## config.mk

```make
export PLATFORM = sky130hd
export DESIGN_NAME = csma_bus_tx
export DESIGN_NICKNAME = d
export VERILOG_FILES = /design/src/rtl/csma_bus_pkg.sv /design/src/rtl/csma_tx_datapath.sv /design/src/rtl/csma_tx_control.sv /design/src/rtl/csma_bus_tx.sv
export SDC_FILE = /design/constraint.sdc
export NUM_CORES = 1
export LEC_CHECK = 0
export ABC_AREA = 1
export BUFFER_PORTS_ARGS = -buffer_cell sky130_fd_sc_hd__buf_2
export CORE_ASPECT_RATIO = 2
export CORE_MARGIN = 1.5
export CORE_UTILIZATION = 50
export DETAILED_ROUTE_END_ITERATION = 10
export GPL_TIMING_DRIVEN = 0
export PLACE_DENSITY = 0.76
export REMOVE_ABC_BUFFERS = 1
export SYNTH_ARGS = -nofsm -noshare
export SYNTH_HDL_FRONTEND = slang
export SYNTH_SLANG_ARGS = --single-unit
```

## constraint.sdc

```tcl
create_clock -name clk -period 3.85 [get_ports clk]
set_clock_uncertainty 0.15 [all_clocks]
set_input_delay 0.385 -clock clk [delete_from_list [all_inputs] [get_ports clk]]
set_output_delay 0.385 -clock clk [all_outputs]
set_load 0.005 [all_outputs]
```

## src/rtl/csma_bus_pkg.sv

```systemverilog
package csma_bus_pkg;

  typedef enum logic [2:0] {
    ST_IDLE,
    ST_LISTEN,
    ST_LOAD,
    ST_SEND,
    ST_CHECK,
    ST_JAM,
    ST_TEST
  } ctrlState_t;

  // strobes from the sequencer to the shifter
  typedef struct packed {
    logic loadByte;  // start a character carrying the host byte
    logic loadZero;  // start a character carrying 0x00 (jam)
    logic loadTest;  // drive a single low bit for the self-test
  } dpCmd_t;

  localparam int FRAME_BITS = 10;

endpackage

```

## src/rtl/csma_tx_datapath.sv

```systemverilog
module csma_tx_datapath
  import csma_bus_pkg::*;
#(
  parameter int CLKS_PER_BIT = 434,
  parameter int IDLE_BITS    = 10
) (
  input  logic       clk,
  input  logic       rstN,
  input  dpCmd_t     cmd,
  input  logic [7:0] byteIn,
  input  logic       busFreeIn,
  output logic       busFreeSync,
  output logic       idleOk,
  output logic       frameEnd,
  output logic       txBit
);

  localparam int IDLE_CYCLES = IDLE_BITS * CLKS_PER_BIT;
  localparam int TW = $clog2(CLKS_PER_BIT + 1);
  localparam int IW = $clog2(IDLE_CYCLES + 1);
  localparam int BW = $clog2(FRAME_BITS + 1);
  localparam logic [TW-1:0] TIMER_LAST = TW'(CLKS_PER_BIT - 1);
  localparam logic [IW-1:0] IDLE_MAX = IW'(IDLE_CYCLES);
  localparam logic [BW-1:0] FULL_LAST = BW'(FRAME_BITS - 1);

  logic [1:0]            syncReg;
  logic [IW-1:0]         idleCnt;
  logic [FRAME_BITS-1:0] shiftReg;
  logic [BW-1:0]         bitIdx;
  logic [BW-1:0]         lastIdx;
  logic [TW-1:0]         timer;
  logic                  active;
  logic                  anyLoad;

  // two-stage synchronizer; reset value reads as occupied
  always_ff @(posedge clk) begin
    if (!rstN) syncReg <= 2'b00;
    else       syncReg <= {syncReg[0], busFreeIn};
  end
  assign busFreeSync = syncReg[1];

  // consecutive-free counter, saturating at the qualification window
  always_ff @(posedge clk) begin
    if (!rstN)               idleCnt <= '0;
    else if (!busFreeSync)   idleCnt <= '0;
    else if (idleCnt != IDLE_MAX) idleCnt <= idleCnt + 1'b1;
  end
  assign idleOk = (idleCnt == IDLE_MAX);

  assign anyLoad  = cmd.loadByte | cmd.loadZero | cmd.loadTest;
  assign frameEnd = active && (timer == TIMER_LAST) && (bitIdx == lastIdx);

  always_ff @(posedge clk) begin
    if (!rstN) begin
      active   <= 1'b0;
      timer    <= '0;
      bitIdx   <= '0;
      lastIdx  <= FULL_LAST;
      shiftReg <= '1;
    end else if (anyLoad) begin
      active  <= 1'b1;
      timer   <= '0;
      bitIdx  <= '0;
      if (cmd.loadTest) begin
        shiftReg <= '0;
        lastIdx  <= '0;
      end else begin
        shiftReg <= {1'b1, (cmd.loadZero ? 8'h00 : byteIn), 1'b0};
        lastIdx  <= FULL_LAST;
      end
    end else if (active) begin
      if (timer == TIMER_LAST) begin
        timer <= '0;
        if (bitIdx == lastIdx) begin
          active <= 1'b0;
        end else begin
          bitIdx   <= bitIdx + 1'b1;
          shiftReg <= {1'b1, shiftReg[FRAME_BITS-1:1]};
        end
      end else begin
        timer <= timer + 1'b1;
      end
    end
  end

  assign txBit = active ? shiftReg[0] : 1'b1;

  // the sequencer never starts a character over a running one
  assert_load_when_free_R2: assert property (@(posedge clk) disable iff (!rstN)
    anyLoad |-> (!active || frameEnd));

  // a full character always closes on a high stop bit
  assert_stop_high_R2: assert property (@(posedge clk) disable iff (!rstN)
    (frameEnd && lastIdx == FULL_LAST) |-> txBit);

  // any busy reading drops the idle qualification on the next cycle
  assert_idle_restart_R4: assert property (@(posedge clk) disable iff (!rstN)
    $fell(busFreeSync) |=> !idleOk);

endmodule

```

## src/rtl/csma_tx_control.sv

```systemverilog
module csma_tx_control
  import csma_bus_pkg::*;
#(
  parameter int JAM_BYTES = 3
) (
  input  logic   clk,
  input  logic   rstN,
  input  logic   reqValid,
  input  logic   reqLast,
  output logic   reqReady,
  input  logic   selfTestGo,
  input  logic   busFreeSync,
  input  logic   idleOk,
  input  logic   frameEnd,
  output dpCmd_t cmd,
  output logic   sendDone,
  output logic   sendAbort,
  output logic   collisionFlag,
  output logic   lineFault,
  output logic   testDone,
  output logic   rxIntMask
);

  localparam int JW = $clog2(JAM_BYTES + 1);
  localparam logic [JW-1:0] JAM_FIRST = JW'(JAM_BYTES - 1);

  ctrlState_t state, nextState;
  logic [JW-1:0] jamLeft;
  logic          lastPend;
  logic          collide;

  assign collide = (state == ST_CHECK) && !busFreeSync;

  always_comb begin
    nextState = state;
    cmd       = '0;
    reqReady  = 1'b0;
    unique case (state)
      ST_IDLE: begin
        if (selfTestGo) begin
          cmd.loadTest = 1'b1;
          nextState    = ST_TEST;
        end else if (reqValid) begin
          nextState = ST_LISTEN;
        end
      end
      ST_LISTEN: begin
        if (!reqValid)   nextState = ST_IDLE;
        else if (idleOk) nextState = ST_LOAD;
      end
      ST_LOAD: begin
        reqReady = 1'b1;
        if (reqValid) begin
          cmd.loadByte = 1'b1;
          nextState    = ST_SEND;
        end
      end
      ST_SEND: begin
        if (frameEnd) nextState = ST_CHECK;
      end
      ST_CHECK: begin
        if (!busFreeSync) begin
          cmd.loadZero = 1'b1;
          nextState    = ST_JAM;
        end else if (lastPend) begin
          nextState = ST_IDLE;
        end else begin
          nextState = ST_LOAD;
        end
      end
      ST_JAM: begin
        if (frameEnd) begin
          if (jamLeft == '0) nextState = ST_IDLE;
          else               cmd.loadZero = 1'b1;
        end
      end
      ST_TEST: begin
        if (frameEnd) nextState = ST_IDLE;
      end
      default: nextState = ST_IDLE;
    endcase
  end

  always_ff @(posedge clk) begin
    if (!rstN) begin
      state         <= ST_IDLE;
      jamLeft       <= '0;
      lastPend      <= 1'b0;
      sendDone      <= 1'b0;
      sendAbort     <= 1'b0;
      testDone      <= 1'b0;
      collisionFlag <= 1'b0;
      lineFault     <= 1'b0;
    end else begin
      state     <= nextState;
      sendDone  <= (state == ST_CHECK) && busFreeSync && lastPend;
      sendAbort <= (state == ST_JAM) && frameEnd && (jamLeft == '0);
      testDone  <= (state == ST_TEST) && frameEnd;
      if (cmd.loadByte) lastPend <= reqLast;
      if ((state == ST_TEST) && frameEnd) lineFault <= busFreeSync;
      if (collide) begin
        collisionFlag <= 1'b1;
        jamLeft       <= JAM_FIRST;
      end else if ((state == ST_JAM) && frameEnd && (jamLeft != '0)) begin
        jamLeft <= jamLeft - 1'b1;
      end
      if ((state == ST_LISTEN) && (nextState == ST_LOAD)) collisionFlag <= 1'b0;
    end
  end

  assign rxIntMask = (state == ST_LOAD) || (state == ST_SEND) || (state == ST_CHECK) ||
                     (state == ST_JAM)  || (state == ST_TEST);

  // success is only reported after a free stop-bit sample
  assert_done_after_free_R5: assert property (@(posedge clk) disable iff (!rstN)
    sendDone |-> $past(busFreeSync));

  // an abort is always accompanied by the collision flag
  assert_abort_flagged_R6: assert property (@(posedge clk) disable iff (!rstN)
    sendAbort |-> collisionFlag);

  assert_done_abort_apart_R6: assert property (@(posedge clk) disable iff (!rstN)
    !(sendDone && sendAbort));

  // winning the bus requires the qualified idle window
  assert_win_needs_idle_R4: assert property (@(posedge clk) disable iff (!rstN)
    ($rose(reqReady) && $past(state == ST_LISTEN)) |-> $past(idleOk));

endmodule

```

## src/rtl/csma_bus_tx.sv

```systemverilog
module csma_bus_tx
  import csma_bus_pkg::*;
#(
  parameter int CLKS_PER_BIT = 434,
  parameter int IDLE_BITS    = 10,
  parameter int JAM_BYTES    = 3
) (
  input  logic       clk,
  input  logic       rstN,
  input  logic       reqValid,
  input  logic [7:0] reqData,
  input  logic       reqLast,
  output logic       reqReady,
  input  logic       selfTestGo,
  input  logic       busFree,
  output logic       txSerial,
  output logic       drvEnable,
  output logic       rxIntMask,
  output logic       sendDone,
  output logic       sendAbort,
  output logic       collisionFlag,
  output logic       lineFault,
  output logic       testDone
);

  dpCmd_t dpCmd;
  logic   busFreeSync;
  logic   idleOk;
  logic   frameEnd;
  logic   txBit;

  csma_tx_datapath #(
    .CLKS_PER_BIT(CLKS_PER_BIT),
    .IDLE_BITS   (IDLE_BITS)
  ) uDatapath (
    .clk        (clk),
    .rstN       (rstN),
    .cmd        (dpCmd),
    .byteIn     (reqData),
    .busFreeIn  (busFree),
    .busFreeSync(busFreeSync),
    .idleOk     (idleOk),
    .frameEnd   (frameEnd),
    .txBit      (txBit)
  );

  csma_tx_control #(
    .JAM_BYTES(JAM_BYTES)
  ) uControl (
    .clk          (clk),
    .rstN         (rstN),
    .reqValid     (reqValid),
    .reqLast      (reqLast),
    .reqReady     (reqReady),
    .selfTestGo   (selfTestGo),
    .busFreeSync  (busFreeSync),
    .idleOk       (idleOk),
    .frameEnd     (frameEnd),
    .cmd          (dpCmd),
    .sendDone     (sendDone),
    .sendAbort    (sendAbort),
    .collisionFlag(collisionFlag),
    .lineFault    (lineFault),
    .testDone     (testDone),
    .rxIntMask    (rxIntMask)
  );

  // driver data pin is tied low off-chip; enabling it sends a zero
  assign txSerial  = txBit;
  assign drvEnable = ~txBit;

  // the local receiver is masked whenever this node pulls the line
  assert_drive_masked_R7: assert property (@(posedge clk) disable iff (!rstN)
    !txSerial |-> rxIntMask);

endmodule

```

== Word level (Yosys, flattened, before mapping) ==
Index checks and enable logic that the tools add are counted.
W data, S select, Z words.

* Add/subtract/negate cells: 4
* Eq/ne operators: 12
* Muxes and demuxes: 36
* Bitwise operators: 5
* Reduce and logical (&&, ||, !) cells: 27

{| class="wikitable"
|+ Operators by type and width
! cell !! count
|-
| $mux W10 || 5
|-
| $mux W3 || 10
|-
| $pmux W3 S7 || 1
|-
| $add A13 B1 Y13 const B || 1
|-
| $eq A13 B13 Y1 const B || 1
|-
| $mux W1 || 13
|-
| $ne A13 B13 Y1 const B || 1
|-
| $logic_and A1 B1 Y1 || 10
|-
| $add A9 B1 Y9 const B || 1
|-
| $eq A3 B2 Y1 const B || 3
|-
| $eq A3 B3 Y1 const B || 3
|-
| $eq A9 B9 Y1 const B || 1
|-
| $mux W9 || 1
|-
| $mux W8 || 1
|-
| $reduce_bool A2 Y1 || 4
|-
| $mux W2 || 3
|-
| $reduce_and A3 Y1 || 2
|-
| $reduce_or A2 Y1 || 3
|-
| $add A4 B1 Y4 const B || 1
|-
| $eq A4 B4 Y1 || 1
|-
| $logic_or A1 B1 Y1 || 4
|-
| $mux W4 || 1
|-
| $eq A3 B1 Y1 const B || 1
|-
| $logic_not A3 Y1 || 1
|-
| other kinds (8) || 11
|}

* Register bits: 54

== Depth between registers and ports, before layout ==
Gate-level depths: netlist (run 1).

* Depth after elaboration: 9
* Mapped depth: 14
* Gate-level depth less buffers: 13

== By module ==
From an unflattened synthesis (run 1), not the netlist that was laid out.

* Cell total of the unflattened synthesis: 372
* Area, all modules: 2620.0 um^2

{| class="wikitable"
|+ By module, submodules not included
! module !! times used !! cells each !! area an instance (um^2) !! seq. area each (um^2)
|-
| csma_tx_datapath || 1 || 280 || 1990.7 || 800.8
|-
| csma_tx_control || 1 || 91 || 625.6 || 220.2
|-
| csma_bus_tx || 1 || 1 || 3.8 || 0.0
|}

== Least setup slack after synthesis (run 1) ==
No wires, ideal clock.

* Path kind: register -> register
* Start point: reg uDatapath.timer[0]
* End point: reg uDatapath.shiftReg[3]
* Setup time: 117 ps
* Arrival: 1451 ps
* Data required time: 3583 ps
* Slack: 2132 ps
* Cell stages (with the launch flop): 14
* Buffers on the path: 1
* Clock period less this slack: 1718 ps
* Cell sequence: dfxtp_1 > ha_1 > nand2_2 > nor2_4 > nand2_4 > nor2_8 > nand3_4 > nand3_4 > nor2_4 > buf_8 > nand2_1 > nand2_1 > nand2_1 > nand2_1

* Cells in the longest elaborated chain, start to end: 9
* Elaborated cells between the ends (all ways): 14
* Those cells by class: eq/ne: 2; mux: 5; bitwise: 2; reduce/logical: 5

{| class="wikitable"
|+ Ends and longest elaborated chain
! item !! line !! text
|-
| start, declared || csma_tx_datapath.sv:31 || <nowiki>logic [TW-1:0] timer;</nowiki>
|-
| start signal, assigned || csma_tx_datapath.sv:81 || <nowiki>timer <= timer + 1'b1;</nowiki>
|-
| $eq A9 B9 Y1 * || csma_tx_datapath.sv:51, csma_tx_datapath.sv:72 ||
|-
| $logic_and A1 B1 Y1 (2 in a row) || csma_tx_datapath.sv:51 || <nowiki>assign frameEnd = active && (timer == TIMER_LAST) && (bitIdx == lastIdx);</nowiki>
|-
| $mux W1 || csma_tx_control.sv:72 || <nowiki>if (frameEnd) begin</nowiki>
|-
| $pmux W1 S2 || csma_tx_control.sv:38 || <nowiki>unique case (state)</nowiki>
|-
| $or A1 B1 Y1 (2 in a row) || csma_tx_datapath.sv:50 || <nowiki>assign anyLoad = cmd.loadByte | cmd.loadZero | cmd.loadTest;</nowiki>
|-
| $ne A2 B1 Y1 (no line) or $reduce_bool A2 Y1 (tied branches) || - ||
|-
| $reduce_and A3 Y1 (no line) || - ||
|-
| end signal, assigned || csma_tx_datapath.sv:68 || <nowiki>shiftReg <= {1'b1, (cmd.loadZero ? 8'h00 : byteIn), 1'b0};</nowiki>
|-
| end signal, assigned || csma_tx_datapath.sv:78 || <nowiki>shiftReg <= {1'b1, shiftReg[FRAME_BITS-1:1]};</nowiki>
|-
| end, declared || csma_tx_datapath.sv:28 || <nowiki>logic [FRAME_BITS-1:0] shiftReg;</nowiki>
|}

Every way passes the cells marked *; elsewhere a longest branch is shown, timed or not.
A chain may end at the register's enable or synchronous reset.

== Worst setup path after layout (run 1) ==
* Start point: reg uDatapath.timer[1]
* End point: reg uDatapath.shiftReg[9]

The elaborated chain is that of the path after synthesis.

==> results of run 1 <==
==> stage by stage <==
step | hold slack [ns] | area, µm² | utilization | instances
final | 0.113 | 2730 | 0.560 | 423
after global routing | 0.124 | 2730 | 0.560 | 423
after CTS | 0.107 | 2730 | 0.560 | 423
after detailed placement | 0.253 | 2650 | 0.545 | 417
after global placement | 0.245 | 2650 | 0.545 | 417
after floorplan | 0.240 | 2470 | - | 338
==> sequential cells by signal (all words and copies together) (netlist names) <==
name,count
uDatapath.idleCnt,13
uDatapath.shiftReg,10
uDatapath.timer,9
uDatapath.bitIdx,4
uControl.state,3
uControl.jamLeft,2
uDatapath.syncReg,2
uControl.collisionFlag,1
uControl.lastPend,1
uControl.lineFault,1
uControl.sendAbort,1
uControl.sendDone,1
uControl.testDone,1
uDatapath.active,1
uDatapath.lastIdx,1
==> cell usage in the layout, fill, tap and decap left out <==
| cell | instances |
|---|---|
| nand2_1 | 82 |
| dfxtp_1 | 51 |
| inv_1 | 39 |
| nor2_1 | 36 |
| a21oi_1 | 28 |
| buf_2 | 22 |
| o21ai_0 | 16 |
| nand3_1 | 14 |
| nor3_1 | 13 |
| nand4_1 | 7 |
| inv_2 | 6 |
| xor2_1 | 6 |
| ha_1 | 6 |
| nor2_2 | 5 |
| nand2_2 | 5 |
| clkbuf_8 | 5 |
| nor2_4 | 3 |
| nor3_2 | 2 |
| and3_1 | 2 |
| xnor2_1 | 2 |
| nand2_4 | 2 |
| nand3_4 | 2 |
| nand3_2 | 2 |
| a31oi_1 | 2 |
| nor2_8 | 1 |
| o21a_1 | 1 |
| nand4_2 | 1 |
| o211ai_1 | 1 |
| o211a_1 | 1 |
| nor4b_1 | 1 |
| o2111ai_1 | 1 |
| clkbuf_1 | 1 |
==> report_power, final <==
group          total [µW]  internal [µW]  switching [µW]  leakage [µW]
combinational         535            189             345      0.000711
clock                 282            122             160     0.0000371
sequential            694            621            72.1      0.000416
==> layer usage <==
metal,global-route usage,wire [µm],vias to the layer above,share of wire
met3,0.0377,115,11,0.024
li1,-,-,1148,-
met2,0.405,2810,27,0.57
met1,0.174,1830,1010,0.37
met4,0.103,135,0,0.028
met5,0,0,-,0
==> final cells by class <==
| cell class | count | area, µm² | area share |
|---|---|---|---|
| clock buffer | 6 | 72.6 | 0.0266 |
| inverter | 45 | 169 | 0.0620 |
| multi-input combinational | 242 | 1280 | 0.470 |
| sequential | 51 | 1020 | 0.375 |
| tap | 57 | 71.3 | 0.0262 |
| timing repair buffer | 22 | 110 | 0.0404 |
==> worst max-delay path: cells and delay by family, from the launching register on <==
kind          cells  cell delay, ns
buf+inv           2            0.24
simple gates      9            1.01
flops             1            0.37
fa+ha+maj         1            0.20
==> final timing paths <==
check,to,slack (ns)
worst min-delay path,uDatapath.syncReg[0]$_SDFF_PN0_,0.11
worst min register to register,uDatapath.syncReg[1]$_SDFF_PN0_,0.27
worst max register to register,uDatapath.shiftReg[9]$_SDFFE_PN1P_,1.78
worst max-delay path,uDatapath.shiftReg[9]$_SDFFE_PN1P_,1.78
==> cell families (layout without fill, tap and decap cells) <==
family / Yosys count / in the layout
xor+xnor: 8 / 8
simple gates: 178 / 178
fa+ha+maj: 6 / 6
flops: 51 / 51
compound gates: 50 / 50
buf+inv: 49 / 73
==> impl_metrics.json, run 1 <==
{
  "synth-simple-area-share": 0.347,
  "yosys_warnings": 0,
  "synth_top_family_by_area": "simple AND/OR/NAND/NOR gates",
  "synth_area_leader_cell": "dfxtp_1",
  "clk_pin_slew_ns": 0.08,
  "hold_viol_final": 0,
  "grt_pass1_vias": 2072,
  "ys_seq_area_frac": 0.408,
  "synth_xor_area_frac": 0.0280,
  "syn_area_um2": 2500,
  "cts-hold-fix-buffers": 0,
  "crit_arrival_ns": 2.10,
  "period_needed_ns": 2.07,
  "crit_fanout": 11,
  "crit_type": "reg2reg",
  "io_buffers": 22,
  "ant_nets": 0,
  "n_fill_cell": 496,
  "netlist.area_leader.share": 0.408,
  "rsz0062_at_grt": "no",
  "drt_iter0_drc": 34,
  "chipHeight_um": 103,
  "ff2ff_path_depth": 12,
  "antennaDiodeCount": 0,
  "worst_setup_path_end_kind": "register",
  "synth_edf_count": 0,
  "startpoint": "uDatapath.timer[1]$_SDFFE_PP0P_",
  "pin_count": 23,
  "avgSynthCellArea_um2": 7.32,
  "drc": 0,
  "cts_tree": "built",
  "cts_resized": 0,
  "cts_made_buffers": 5,
  "viasPerCell": 5.19,
  "grt_overflow": 0,
  "worst_slew_pin_slew_ns": 0.464,
  "ys_types": 32,
  "r2r-start": "uDatapath.timer[1]$_SDFFE_PP0P_",
  "yosysMostFrequentCell": "nand2_1",
  "post-dp-hpwl_mm": 3.81,
  "slowest_stage": "nor2_2",
  "yosys-top-cells-area": "dfxtp_1, nand2_1, inv_1",
  "synth_compound_area_frac": 0.106,
  "grt_start_max_net_pins": 15,
  "synthMuxAreaShare": 0,
  "syn_inst": 342,
  "power.density_nw_per_um2": 554,
  "antenna_found_initial": 0,
  "die-area_um2": 5470,
  "gp_congestion": 0.804,
  "post_cts_buffers": 0,
  "synth_seq_cells": 51,
  "slowest_delay_ns": 0.38,
  "fin_setup_tns_ns": 0,
  "vdd_drop_max_mv": 0.418,
  "fin_ws_ns": 1.78,
  "core_area_um2": 4860,
  "max-slew-margin-rel": 0.691,
  "synth_flop_cell": "dfxtp_1",
  "max_freq_mhz": 483,
  "areaGrowthSynthToFinish_pct": 8.79,
  "crit_chain": "inv_1 > ha_1 > nand2_2 > nor2_4 > nand2_4 > nor2_8 > nand3_4 > nand4_2 > nor2_2 > inv_2 > nand2_1 > nand3_1",
  "cp-start-kind": "register",
  "max-cap-violations": 0,
  "async_flop_share": 0,
  "power_uw": 1510,
  "outcome": "complete, no violations",
  "finalWirelength_mm": 4.89,
  "avgRoutedWirePerCell_um": 11.6,
  "dr.pass1.iters": 4,
  "dpl_worst_slack_ns": 1.76,
  "finalSetupViolations": 0,
  "root_buffer": "clkbuf_8",
  "slew_violations": 0,
  "fin_crit_sh": 0.538,
  "synth-adder-area-share": 0.0300,
  "grt_pass1_wl_mm": 8.25,
  "die_w_um": 53.1,
  "fp-row-count": 36,
  "leakage_uw": 0.00116,
  "cp.required_ns": 3.88,
  "synth_commonest_cells": "nand2_1, dfxtp_1, inv_1, nor2_1, a21oi_1",
  "insertion_delay_ns": 0.30,
  "floorplan.initialDensity": 0.515,
  "drive_above_1_share": 0.153,
  "whs_path_depth": 3,
  "min_from": "busFree",
  "htreeDepth": 2,
  "hold_path.class": "in2reg",
  "groute.usage.overall": 0.201,
  "cts_max_path_buffers": 2,
  "clock-sinks": 51,
  "vias": 2196,
  "nets": 387
}
Note: power is estimated with default switching activity, not from simulation.
==> inputs of run 2 (changes only) <==
- PLACE_DENSITY: 0.76 -> 0.79
- clock period: 3.85 -> 1.8 ns (I/O delays scaled with it)
==> run 2 against run 1 <==
  * Register-to-register slack worse by 1.8 ns
  * Critical endpoint is now uDatapath.shiftReg[7]$_SDFFE_PN1P_
  * Clock power up 130%
  * Utilization increased by 4.0 points
  * Setup slack got worse by 1.8 ns
  * Non-clock buffer count rose by 10
  * First-iteration DRC count grew 38%
  * Cell count up 2.8%
  * Hold slack got worse by 0.11 ns
  * Critical path depth is 2 higher
  * Sequential share of layout area decreased by 2.2 points
  * Flip-flop and latch count unchanged
==> impl_metrics.json, run 2 (synthesis gave the netlist of run 1 again) <==
{
  "dpl_worst_slack_ns": -0.288,
  "viasPerCell": 5.22,
  "root_buffer": "clkbuf_8",
  "cts_made_buffers": 5,
  "fin_ws_ns": 0.0279,
  "drt_iter0_drc": 47,
  "reg2reg_setup_slack_ns": 0.03,
  "finalNonFillerCells": 435,
  "largest_reg_flops": 13,
  "comb_power_share": 0.407,
  "worst_slew_pin_slew_ns": 0.489,
  "vias": 2271,
  "period_needed_ns": 1.77,
  "post-place-cells": 417,
  "fin_crit_sh": 0.984,
  "clk_pin_slew_ns": 0.10,
  "post-dp-hpwl_mm": 3.72,
  "sequentialPowerShare": 0.415,
  "vdd_drop_max_mv": 1.36,
  "crit_type": "reg2reg",
  "regMostFlops": "uDatapath.idleCnt",
  "final_common_cell": "nand2_1",
  "nets": 397,
  "max_freq_mhz": 564,
  "crit_fanout": 8,
  "worst-path-buf-inv": 2,
  "crit_chain": "inv_2 > ha_4 > nand2_4 > nor2_4 > nand2_4 > nor2_8 > nand3_4 > nand3_4 > nor2_4 > buf_6 > nand2_1 > nand2_1 > nand2_1 > nand2_1",
  "antennaDiodeCount": 0,
  "grt_pass1_wl_mm": 8.54,
  "slowest_stage": "dfxtp_2",
  "leakage_uw": 0.00125,
  "power.density_nw_per_um2": 1240,
  "grt_pass1_vias": 2085,
  "worst_setup_path_end_kind": "register",
  "dr.pass1.iters": 4,
  "mostFrequentLayoutCells": "nand2_1, dfxtp_1, inv_1",
  "finalSetupViolations": 0,
  "internal-power_uw": 2230,
  "drive_above_1_share": 0.235,
  "core_area_um2": 4860,
  "sw_frac_of_total": 0.384,
  "insertion_delay_ns": 0.31,
  "clock-sinks": 51,
  "avgRoutedWirePerCell_um": 11.9,
  "gp_congestion": 0.853,
  "chipHeight_um": 103,
  "grt_overflow": 0,
  "antenna_found_initial": 0,
  "hold_viol_final": 0,
  "slowest_delay_ns": 0.33,
  "switchingPower_uw": 1390,
  "finalWirelength_mm": 5.19,
  "outcome": "complete, no violations",
  "pin_count": 23,
  "rsz0062_at_grt": "yes",
  "io_buffers": 22,
  "drc": 0,
  "groute.usage.overall": 0.207,
  "max-slew-margin-rel": 0.674,
  "cts_max_path_buffers": 2,
  "clockPowerShare": 0.178,
  "max-cap-violations": 0,
  "floorplan.initialDensity": 0.515,
  "slew_violations": 0,
  "cp.required_ns": 1.86,
  "ant_nets": 0,
  "hold_path.class": "in2reg",
  "cpMostUsedCell": "nand2_1",
  "grt_start_max_net_pins": 16,
  "cp_top_family": "simple AND/OR/NAND/NOR gates",
  "htreeDepth": 2,
  "cts_tree": "built",
  "reg.largest.list": "uDatapath.idleCnt (13), uDatapath.shiftReg (10), uDatapath.timer (9)",
  "die_w_um": 53.1,
  "die-area_um2": 5470,
  "areaGrowthSynthToFinish_pct": 16.5,
  "crit_arrival_ns": 1.83,
  "cp-start-kind": "register",
  "fp-row-count": 36
}
run 2: what timing repair did:
action,CTS,global route
endpoints found under the setup margin,23,31
buffers inserted,8,1
hold endpoints to repair,1,0
gates resized for setup,9,20
pin swaps,3,7
hold buffers,1,0
run 2: worst min-delay path: cells and delay by family:
family / cells / cell delay, ns
AO/OA/AOI/OAI: 2 / 0.18
buffers and inverters: 1 / 0.07
run 2: path summary, 6_finish.rpt:
check	from	end	depth (start not counted)
worst max-delay path	uDatapath.timer[1]$_SDFFE_PP0P_	uDatapath.shiftReg[7]$_SDFFE_PN1P_	14
worst min-delay path	reqLast	uControl.lastPend$_SDFFE_PN0P_	3
worst max register to register	uDatapath.timer[1]$_SDFFE_PP0P_	uDatapath.shiftReg[7]$_SDFFE_PN1P_	14
worst min register to register	uDatapath.syncReg[0]$_SDFF_PN0_	uDatapath.syncReg[1]$_SDFF_PN0_	2
run 2: power groups by stage:
stage               Clock [µW]  Sequential, µW  Combinational, µW
floorplan                    0            1480                898
global placement             0            1500               1110
detailed placement           0            1510               1150
CTS                        648            1480               1410
global route               693            1530               1660
finish                     643            1500               1470
run 2: cell type report:
cell class / instances / area (µm²)
clock buffer: 5 / 68.8
timing repair buffer: 32 / 208
clock inverter: 3 / 15.0
fill: 440 / 1950
tap: 57 / 71.3
multi-input combinational: 242 / 1360
inverter: 45 / 169
sequential: 51 / 1030
run 2: per-layer routing:
metal / vias to the layer above / part of all wire / track usage
met5: - / 0 / 0
met4: 0 / 0.025 / 0.0907
met3: 11 / 0.022 / 0.0391
met2: 28 / 0.57 / 0.402
met1: 1062 / 0.38 / 0.201
li1: 1170 / - / -
run 2: per-stage QoR:
stage          setup TNS [ns]  hold slack (ns)   util  area (µm²)  power, µW
2_1_floorplan               0           0.0989      -        2470       2380
3_3_place_gp            -3.10            0.212  0.545        2650       2620
3_5_place_dp            -3.54            0.216  0.545        2650       2660
4_1_cts                     0          0.00166  0.586        2850       3540
5_1_grt                -0.663          0.00323  0.600        2920       3880
6_report                    0          0.00309  0.600        2920       3620
==> inputs of run 3 (changes only) <==
- ABC_AREA: 1 -> default
- SLEW_MARGIN: default -> 20
==> run 3 against run 2 <==
  * The run now ends with hold timing, setup timing left
  * Highest routed layer unchanged
  * Largest cell class unchanged
  * Critical path depth shrank 6
  * Cell count decreased by 8.5%
  * Area after synthesis up 1.4%
==> impl_metrics.json, run 3 <==
{
  "finalSetupViolations": 31,
  "cts_tree": "built",
  "vdd_drop_max_mv": 0.731,
  "async_flop_share": 0,
  "worst_slew_pin_slew_ns": 0.608,
  "slew_violations": 0,
  "viasPerCell": 5.86,
  "clock-sinks": 51,
  "cts_max_path_buffers": 2,
  "avgRoutedWirePerCell_um": 15.8,
  "antenna_found_initial": 0,
  "rsz0062_at_grt": "yes",
  "crit_type": "reg2reg",
  "crit_arrival_ns": 2.16,
  "synth_flop_cell": "dfxtp_1",
  "fp-row-count": 36,
  "largest_reg_flops": 13,
  "yosys-top-cells-area": "dfxtp_1, nor2_1, xnor2_1",
  "whs_path_depth": 3,
  "crit_fanout": 7,
  "grt_pass1_wl_mm": 9.36,
  "slowest_delay_ns": 0.46,
  "ys_seq_area_frac": 0.402,
  "reg2reg_setup_slack_ns": -0.25,
  "areaGrowthSynthToFinish_pct": 25.6,
  "cts_made_buffers": 5,
  "fin_ws_ns": -0.254,
  "drive_above_1_share": 0.276,
  "violations": "hold timing, setup timing",
  "synth_commonest_cells": "dfxtp_1, nor2_1, nand2_1, nor3_1, xnor2_1",
  "power.density_nw_per_um2": 928,
  "max-cap-violations": 0,
  "crit_chain": "inv_2 > ha_4 > nand4b_1 > or4_4 > nor3_4 > buf_6 > mux2i_1 > o21a_1",
  "ff2ff_path_depth": 8,
  "gp_congestion": 0.795,
  "fin_hold_ws_ns": -0.00132,
  "ant_nets": 0,
  "drt_iter0_drc": 48,
  "sw_frac_of_total": 0.308,
  "core_area_um2": 4860,
  "syn_inst": 297,
  "fin_setup_tns_ns": -5.12,
  "period_needed_ns": 2.05,
  "floorplan.initialDensity": 0.522,
  "die-area_um2": 5540,
  "root_buffer": "clkbuf_8",
  "insertion_delay_ns": 0.31,
  "finish.utilization": 0.656,
  "finalNonFillerCells": 398,
  "n_fill_cell": 371,
  "hold_path.class": "in2reg",
  "comb_power_share": 0.252,
  "hold_viol_final": 1,
  "ys_types": 53,
  "finalWirelength_mm": 6.27,
  "die_w_um": 53.4,
  "yosysMostFrequentCell": "dfxtp_1",
  "clk_pin_slew_ns": 0.10,
  "netlist.area_leader.share": 0.402,
  "r2r-start": "uDatapath.timer[1]$_SDFFE_PP0P_",
  "synth_seq_cells": 51,
  "groute.usage.overall": 0.220,
  "switchingPower_uw": 912,
  "worst_setup_path_end_kind": "register",
  "synth_area_leader_cell": "dfxtp_1",
  "chipHeight_um": 104,
  "htreeDepth": 2,
  "post-dp-hpwl_mm": 3.64,
  "clockPowerShare": 0.273,
  "leakage_uw": 0.00120,
  "multi_input_area_um2": 1540,
  "slowest_stage": "or4_4",
  "sequentialPowerShare": 0.475,
  "pin_count": 23,
  "synth_edf_count": 0,
  "yosys_warnings": 0,
  "reg.largest.list": "uDatapath.idleCnt (13), uDatapath.shiftReg (10), uDatapath.timer (9)",
  "regMostFlops": "uDatapath.idleCnt",
  "min_to": "uDatapath.shiftReg[8]$_SDFFE_PN1P_",
  "avgSynthCellArea_um2": 8.55,
  "rr_endpoint": "uControl.jamLeft[1]$_SDFFE_PN0P_",
  "fin_crit_sh": 1.14,
  "grt_overflow": 0,
  "cp.required_ns": 1.90,
  "regArea_um2": 1030,
  "syn_area_um2": 2540,
  "io_buffers": 22,
  "drc": 0,
  "dr.pass1.iters": 4,
  "outcome": "finished, violations left",
  "mostFrequentLayoutCells": "dfxtp_1, nor2_1, buf_2",
  "cp-start-kind": "register",
  "final_common_cell": "dfxtp_1",
  "grt_start_max_net_pins": 40,
  "antennaDiodeCount": 0,
  "nets": 360,
  "post-place-cells": 359,
  "max_freq_mhz": 487,
  "min_from": "reqData[7]",
  "internal-power_uw": 2050,
  "vias": 2331,
  "grt_pass1_vias": 2098,
  "max-slew-margin-rel": 0.595
}
-- run 3: area by class of cell --
class	instances	share of cell area
Clock buffer	5	0.0216
Clock inverter	3	0.0137
Inverter	11	0.0129
Multi-Input combinational cell	219	0.484
Sequential cell	51	0.324
Tap cell	57	0.0224
Timing Repair Buffer	52	0.121
-- run 3: cells by family after synthesis --
| kind of cell | Yosys count | share of synthesized area |
|---|---|---|
| AOI/OAI and AO/OA | 42 | 0.114 |
| xor gates and xnor gates | 20 | 0.0690 |
| adders and majority gates | 6 | 0.0296 |
| buffers and inverters | 28 | 0.0473 |
| DFF | 51 | 0.402 |
| muxes | 5 | 0.0202 |
| and+or+nand+nor | 145 | 0.318 |
-- run 3: worst max path at each step --
stage	startpoint	endpoint	slack [ns]	cells after the start
6_report	uDatapath.timer[1]$_SDFFE_PP0P_	uControl.jamLeft[1]$_SDFFE_PN0P_	-0.25	8
5_1_grt	uDatapath.timer[1]$_SDFFE_PP0P_	uDatapath.shiftReg[7]$_SDFFE_PN1P_	-0.34	8
4_1_cts	uDatapath.timer[1]$_SDFFE_PP0P_	uControl.jamLeft[1]$_SDFFE_PN0P_	-0.26	8
3_5_place_dp	uDatapath.timer[0]$_SDFFE_PP0P_	uDatapath.bitIdx[1]$_SDFFE_PP0P_	-1.16	6
3_3_place_gp	uDatapath.timer[0]$_SDFFE_PP0P_	uDatapath.bitIdx[1]$_SDFFE_PP0P_	-1.12	6
2_1_floorplan	uDatapath.timer[0]$_SDFFE_PP0P_	uDatapath.bitIdx[1]$_SDFFE_PP0P_	-0.63	6
-- run 3: metrics by stage --
stage	worst slack, ns	total power (µW)	area [µm²]
floorplan	-0.626	1760	2460
global placement	-1.12	1920	2640
detailed placement	-1.16	1940	2640
CTS	-0.259	2840	3010
global route	-0.344	3090	3190
finish	-0.254	2960	3190
-- run 3: critical path, delay by kind of cell, from the launching register on --
kind                       cells  cell delay (ns)
adders and majority gates      1             0.13
AOI/OAI and AO/OA              1             0.12
DFF                            1             0.34
muxes                          1             0.18
and+or+nand+nor                3             0.86
buffers and inverters          2             0.23
-- run 3: metal layers --
layer | part of all wire | vias up | GRT usage | wire [µm]
li1 | - | 1144 | - | -
met1 | 0.38 | 1126 | 0.226 | 2360
met2 | 0.57 | 49 | 0.419 | 3600
met3 | 0.027 | 12 | 0.0360 | 171
met4 | 0.022 | 0 | 0.0659 | 140
met5 | 0 | - | 0 | 0
-- run 3: timing repair --
action	CTS	global route
hold buffers	6	0
endpoints found under the hold margin	6	0
buffers inserted	12	12
setup endpoints to repair	34	30
pin swaps	12	9
cloned	1	1
resized for setup	23	23
-- run 3: power groups by stage --
| stage | logic [µW] | clock network [µW] | registers (µW) |
|---|---|---|---|
| after CTS | 631 | 816 | 1390 |
| after detailed placement | 537 | 0 | 1400 |
| final | 747 | 807 | 1400 |
| after global placement | 516 | 0 | 1400 |
| after floorplan | 394 | 0 | 1370 |
| after global routing | 813 | 856 | 1420 |
